## config.mk

```make
export PLATFORM = sky130hd
export DESIGN_NAME = dacdec_top
export DESIGN_NICKNAME = d
export VERILOG_FILES = /design/src/rtl/dacdec_pkg.sv /design/src/rtl/dacdec_sync.sv /design/src/rtl/dacdec_shift.sv /design/src/rtl/dacdec_regs.sv /design/src/rtl/dacdec_top.sv
export SDC_FILE = /design/constraint.sdc
export NUM_CORES = 1
export LEC_CHECK = 0
export BUFFER_PORTS_ARGS = -buffer_cell sky130_fd_sc_hd__buf_2
export CAP_MARGIN = 20
export CELL_PAD_IN_SITES_DETAIL_PLACEMENT = 1
export CELL_PAD_IN_SITES_GLOBAL_PLACEMENT = 1
export CORE_MARGIN = 4
export CORE_UTILIZATION = 42
export CTS_BUF_LIST = sky130_fd_sc_hd__clkbuf_8
export DETAILED_ROUTE_END_ITERATION = 16
export PLACE_DENSITY = 0.78
export SYNTH_ARGS = -nofsm -noshare
export SYNTH_HDL_FRONTEND = slang
export SYNTH_HIERARCHICAL = 1
export SYNTH_SLANG_ARGS = --single-unit
```

## constraint.sdc

```tcl
create_clock -name clk -period 2.12 [get_ports clk]
set_input_delay 0.106 -clock clk [delete_from_list [all_inputs] [get_ports clk]]
set_output_delay 0.106 -clock clk [all_outputs]
set_load 0.05 [all_outputs]
```

## src/rtl/dacdec_pkg.sv

```systemverilog
package dacdec_pkg;

    localparam int NCH    = 4;
    localparam int ADDR_W = 2;

    typedef enum logic [1:0] {
        OP_WRITE    = 2'd0,
        OP_SHDN_ONE = 2'd1,
        OP_SHDN_ALL = 2'd2
    } op_e;

    typedef struct packed {
        op_e               op;
        logic [ADDR_W-1:0] addr;
    } hdr_t;

    // top4 = {all-shutdown, single-shutdown, addr[1], addr[0]}
    function automatic hdr_t decode_hdr(input logic [3:0] top4);
        hdr_t h;
        h.addr = top4[1:0];
        if (top4[3])
            h.op = OP_SHDN_ALL;
        else if (top4[2])
            h.op = OP_SHDN_ONE;
        else
            h.op = OP_WRITE;
        return h;
    endfunction

endpackage

```

## src/rtl/dacdec_sync.sv

```systemverilog
module dacdec_sync #(
    parameter int         W       = 3,
    parameter logic [W-1:0] RST_VAL = '0
) (
    input  logic         clk,
    input  logic         rst,
    input  logic [W-1:0] async_i,
    output logic [W-1:0] sync_o
);
    logic [W-1:0] stage1;

    for (genvar b = 0; b < W; b++) begin : g_bit
        always_ff @(posedge clk) begin
            if (rst) begin
                stage1[b] <= RST_VAL[b];
                sync_o[b] <= RST_VAL[b];
            end else begin
                stage1[b] <= async_i[b];
                sync_o[b] <= stage1[b];
            end
        end
    end
endmodule

```

## src/rtl/dacdec_shift.sv

```systemverilog
module dacdec_shift #(
    parameter int WORD_W = 16
) (
    input  logic              clk,
    input  logic              rst,
    input  logic              sclk_s,
    input  logic              sdata_s,
    input  logic              csn_s,
    output logic              word_valid,
    output logic [WORD_W-1:0] word
);
    localparam int CNT_W = $clog2(WORD_W + 2);
    localparam logic [CNT_W-1:0] CNT_FULL = CNT_W'(WORD_W);
    localparam logic [CNT_W-1:0] CNT_SAT  = CNT_W'(WORD_W + 1);

    logic             sclk_d, csn_d;
    logic             sclk_rise, csn_rise, csn_fall;
    logic [CNT_W-1:0] cnt;

    assign sclk_rise = sclk_s & ~sclk_d;
    assign csn_rise  = csn_s & ~csn_d;
    assign csn_fall  = ~csn_s & csn_d;

    always_ff @(posedge clk) begin
        if (rst) begin
            sclk_d <= 1'b0;
            csn_d  <= 1'b1;
            cnt    <= '0;
            word   <= '0;
        end else begin
            sclk_d <= sclk_s;
            csn_d  <= csn_s;
            if (csn_fall) begin
                cnt <= '0;
            end else if (sclk_rise && !csn_s) begin
                word <= {word[WORD_W-2:0], sdata_s};
                if (cnt != CNT_SAT)
                    cnt <= cnt + 1'b1;
            end
        end
    end

    assign word_valid = csn_rise && (cnt == CNT_FULL);
endmodule

```

## src/rtl/dacdec_regs.sv

```systemverilog
module dacdec_regs
    import dacdec_pkg::*;
#(
    parameter int CODE_W = 12
) (
    input  logic                  clk,
    input  logic                  rst,
    input  logic                  cmd_valid,
    input  hdr_t                  hdr,
    input  logic [CODE_W-1:0]     code,
    input  logic                  ldn_i,
    output logic [NCH*CODE_W-1:0] in_flat,
    output logic [NCH*CODE_W-1:0] out_flat,
    output logic [NCH-1:0]        shdn
);
    for (genvar c = 0; c < NCH; c++) begin : g_ch
        logic [CODE_W-1:0] in_q, out_q;
        logic              hit;

        assign hit = (hdr.addr == ADDR_W'(c));

        always_ff @(posedge clk) begin
            if (rst) begin
                in_q    <= '0;
                out_q   <= '0;
                shdn[c] <= 1'b1;
            end else begin
                if (!ldn_i)
                    out_q <= in_q;
                if (cmd_valid) begin
                    case (hdr.op)
                        OP_WRITE: if (hit) begin
                            in_q    <= code;
                            shdn[c] <= 1'b0;
                        end
                        OP_SHDN_ONE: if (hit) shdn[c] <= 1'b1;
                        OP_SHDN_ALL: shdn[c] <= 1'b1;
                        default: ;
                    endcase
                end
            end
        end

        assign in_flat[c*CODE_W +: CODE_W]  = in_q;
        assign out_flat[c*CODE_W +: CODE_W] = out_q;
    end
endmodule

```

## src/rtl/dacdec_top.sv

```systemverilog
module dacdec_top
    import dacdec_pkg::*;
#(
    parameter int CODE_W = 12
) (
    input  logic                  clk,
    input  logic                  rst,
    input  logic                  sclk_i,
    input  logic                  sdata_i,
    input  logic                  csn_i,
    input  logic                  ldn_i,
    output logic [NCH*CODE_W-1:0] in_code_o,
    output logic [NCH*CODE_W-1:0] out_code_o,
    output logic [NCH-1:0]        shdn_o
);
    localparam int WORD_W = CODE_W + 4;

    logic [2:0]        pins_s;
    logic              cmd_valid;
    logic [WORD_W-1:0] cmd_word;
    hdr_t              hdr;

    dacdec_sync #(.W(3), .RST_VAL(3'b100)) sync_i (
        .clk     (clk),
        .rst     (rst),
        .async_i ({csn_i, sdata_i, sclk_i}),
        .sync_o  (pins_s)
    );

    dacdec_shift #(.WORD_W(WORD_W)) shift_i (
        .clk        (clk),
        .rst        (rst),
        .sclk_s     (pins_s[0]),
        .sdata_s    (pins_s[1]),
        .csn_s      (pins_s[2]),
        .word_valid (cmd_valid),
        .word       (cmd_word)
    );

    assign hdr = decode_hdr(cmd_word[WORD_W-1 -: 4]);

    dacdec_regs #(.CODE_W(CODE_W)) regs_i (
        .clk       (clk),
        .rst       (rst),
        .cmd_valid (cmd_valid),
        .hdr       (hdr),
        .code      (cmd_word[CODE_W-1:0]),
        .ldn_i     (ldn_i),
        .in_flat   (in_code_o),
        .out_flat  (out_code_o),
        .shdn      (shdn_o)
    );
endmodule

```

==> reports/results.txt <==
Flops & latches, synth: 129
Setup TNS: 0 ps
Sw Ratio: 21.20%
Power density over the cells: 810.4 nW/um2
Pint: 3.760 mW
DR vias/cell: 5.154
Vias: 4025
Starting density of the core: 43.85%
Largest area contributor in the netlist: dfxtp_1
Clock Skews: 9.832 ps
Drc violations: 0
Most used routing layer in global routing: met2
Max-slew violations: 0
Ratio of cells with drive above 1 in the final layout: 23.40%
Core box area: 11030 um2
Num CTS Buffers: 17
Clock Pin Slew Worst Setup and Hold Paths: 70 ps
Fin nets: 641
CTS tree: done
Final instance area: 5888 um2
Max IR drop VDD: 0.3716 mV
Post-synth EDFFs: 0
Drt pass-1 iters: 4
Clock Latency Late Sink: 430 ps
Initial antenna violation count: 0
CP Class: reg2reg
ANT cells: 0
Post-DP HPWL: 8.817 mm
Status: completed
DRT Wirelength: 13.22 mm
Max_slew headroom: 58.61%
Die area: 13300 um2
Data arrival, critical path: 2270 ps
Die Span X: 115.3 um
First-pass GRT wire length: 21.22 mm
Fmax achieved: 520.0 MHz
CTS sink cnt: 129
Clk root buf: clkbuf_8
Buffers on Ports: 105
Register area share after synthesis: 53.39%
DP Area: 5433 um2
Slew @ Worst Pin: 620.8 ps
Post-CTS setup buffers: 0
Met1 Track Usage GR: 23.77%
Clock tree buffer depth: 2
Final Util: 53.38%
Fin. Hold Viols: 0
Largest net degree at the start of global routing: 86
Yosys warns: 6
Final Cycle Share: 90.70%
NetSw: 1.012 mW
Global-route usage over all layers: 20.31%
DR WL/cell: 16.93 um
Hold Path Cell Cnt: 2
Worst Path Max Fanout: 12
Iter 0 DRT Violations: 223
Area of the mapped netlist: 4837 um2
H-tree depth: 4
Power share of the sequential group: 51.0%
Cell Rows: 38
Vias in the first global route: 4168
Final min period: 1923 ps
Worst min path class: in2reg
Clk pwr share: 46.6%
Worst reg-to-reg setup slack: 200 ps
RSZ-0062 raised after global routing: no
Routed Antenna Nets: 0
Die Ht: 115.3 um
Crit. End Element: flop
Dpl cells: 746
Area delta synth->final: 21.73%
Distinct cells, synth: 35
Grt met2 use: 36.00%
Commonest cells in the netlist: nand2_1, dfxtp_1, a21oi_1
Io pins: 106
Hold Path End: shift_i/sclk_d
Required @ worst endpoint: 2470 ps
Ys async rst share: 0%
Routability congestion estimate: 0.7942
GRT overflow: 0
Hold path startpoint: rst
Lkg Pwr: 2.578 nW
Ranking of synthesized cells by area: dfxtp_1, mux2i_1, nand2_1, a21oi_1, nor2_1
Syn_nets: 539
Post-Synthesis Cells: 526
Met3 usage: 5.105%
Syn_area_per_cell: 9.196 um2
Top FF cell, synth: dfxtp_1
Worst setup SP type: flop
R2r endpoint: regs_i/g_ch[0].in_q[8]
Count leader, synth: nand2_1
Endpoints failing setup: 0
Combinational power share: 2.4%
Reg2Reg Depth: 5
Max_cap viols: 0
Final non-filler cell total: 781
Synth top area share: 53.39%
Worst r2r src: shift_i/cnt[2]
[stage by stage]
stage	setup slack (ps)	power (mW)	hold WS [ps]
after global routing	93.69	4.947	113.5
after detailed placement	164.1	2.600	287.5
final	197.1	4.772	110.2
after floorplan	500.7	2.574	177.6
after global placement	330.3	2.595	289.2
after CTS	102.7	4.823	85.63
[per-layer routing]
metal  up-vias  share of wire, %
li1       1946                 -
met1      1970                43
met2        91                51
met3        18               4.6
met4         0               1.6
met5         -                 0
[critical path: stages (launching register included)]
cell and delay (ps):
dfxtp_1 370, nor4b_1 360, and3_1 380, and4bb_2 460, nand2_1 110, a21oi_1 160
[worst max path at each step]
| stage | slack (ps) | end | cells after the start | start |
|---|---|---|---|---|
| global placement | 330 | regs_i/g_ch[1].in_q[5] | 5 | shift_i/cnt[2] |
| global route | 90 | regs_i/g_ch[0].in_q[8] | 6 | sync_i/sync_o[2] |
| detailed placement | 160 | regs_i/g_ch[1].in_q[9] | 5 | shift_i/cnt[2] |
| finish | 200 | regs_i/g_ch[0].in_q[8] | 5 | shift_i/cnt[2] |
| CTS | 100 | regs_i/g_ch[0].in_q[8] | 5 | shift_i/cnt[2] |
| floorplan | 500 | regs_i/g_ch[0].in_q[10] | 8 | sync_i/sync_o[2] |
[layout by cell type (no fill, tap or decap), types with 2 or more instances in the layout]
master / synthesis / layout
clkbuf_8: 0 / 18
nor4b_1: 2 / 2
inv_1: 6 / 10
a21oi_1: 64 / 64
buf_2: 7 / 104
bufinv_16: 0 / 4
dfxtp_1: 129 / 129
ha_1: 7 / 7
o21ai_0: 5 / 5
clkinvlp_4: 0 / 2
buf_4: 8 / 7
nor2b_1: 8 / 8
or3_1: 2 / 2
o211ai_1: 5 / 5
a221oi_1: 2 / 2
nand4b_1: 2 / 2
or2_1: 2 / 2
nor2_1: 56 / 56
buf_12: 0 / 2
mux2i_1: 55 / 55
nand2_1: 131 / 131
dlygate4sd3_1: 0 / 3
and4b_2: 0 / 2
clkinv_2: 0 / 3
[cell families after synthesis]
logic type               count (synthesis)  synth area share [%]
multiplexers                            55                 11.38
adder cells (fa/ha/maj)                  7                 1.811
AND/OR/NAND/NOR                        218                 20.43
AO/OA/AOI/OAI                           77                 8.459
buffers and inverters                   40                 4.526
flip-flops                             129                 53.39
[layout make-up]
cell class	instances	area, um2
clock buffers	18	247.7
multi-input cells	357	2039
flip-flops and latches	129	2582
inverters	7	26.28
clock inverters	14	173.9
well taps	140	175.2
fillers	1324	5142
repair buffers	116	643.1
[power by group through the flow]
stage / registers [mW] / clock network, mW / logic (mW)
CTS: 2.43 / 2.28 / 0.114
finish: 2.43 / 2.23 / 0.113
floorplan: 2.49 / 0 / 0.0867
global route: 2.43 / 2.39 / 0.124
global placement: 2.49 / 0 / 0.106
detailed placement: 2.49 / 0 / 0.111
[state kept, by name, indices dropped and copies added (netlist names)]
signal / count
regs_i/g_ch.in_q: 48
regs_i/g_ch.out_q: 48
regs_i/shdn: 4
shift_i/cnt: 5
shift_i/csn_d: 1
shift_i/sclk_d: 1
shift_i/word: 16
sync_i/stage1: 3
sync_i/sync_o: 3
[timing repair]
| action | CTS | global route |
|---|---|---|
| hold endpoints to repair | 3 | 0 |
| resized for setup | 0 | 4 |
| endpoints found under the setup margin | 0 | 19 |
| hold buffers | 3 | 0 |
Power figures use the tool's default switching activity.
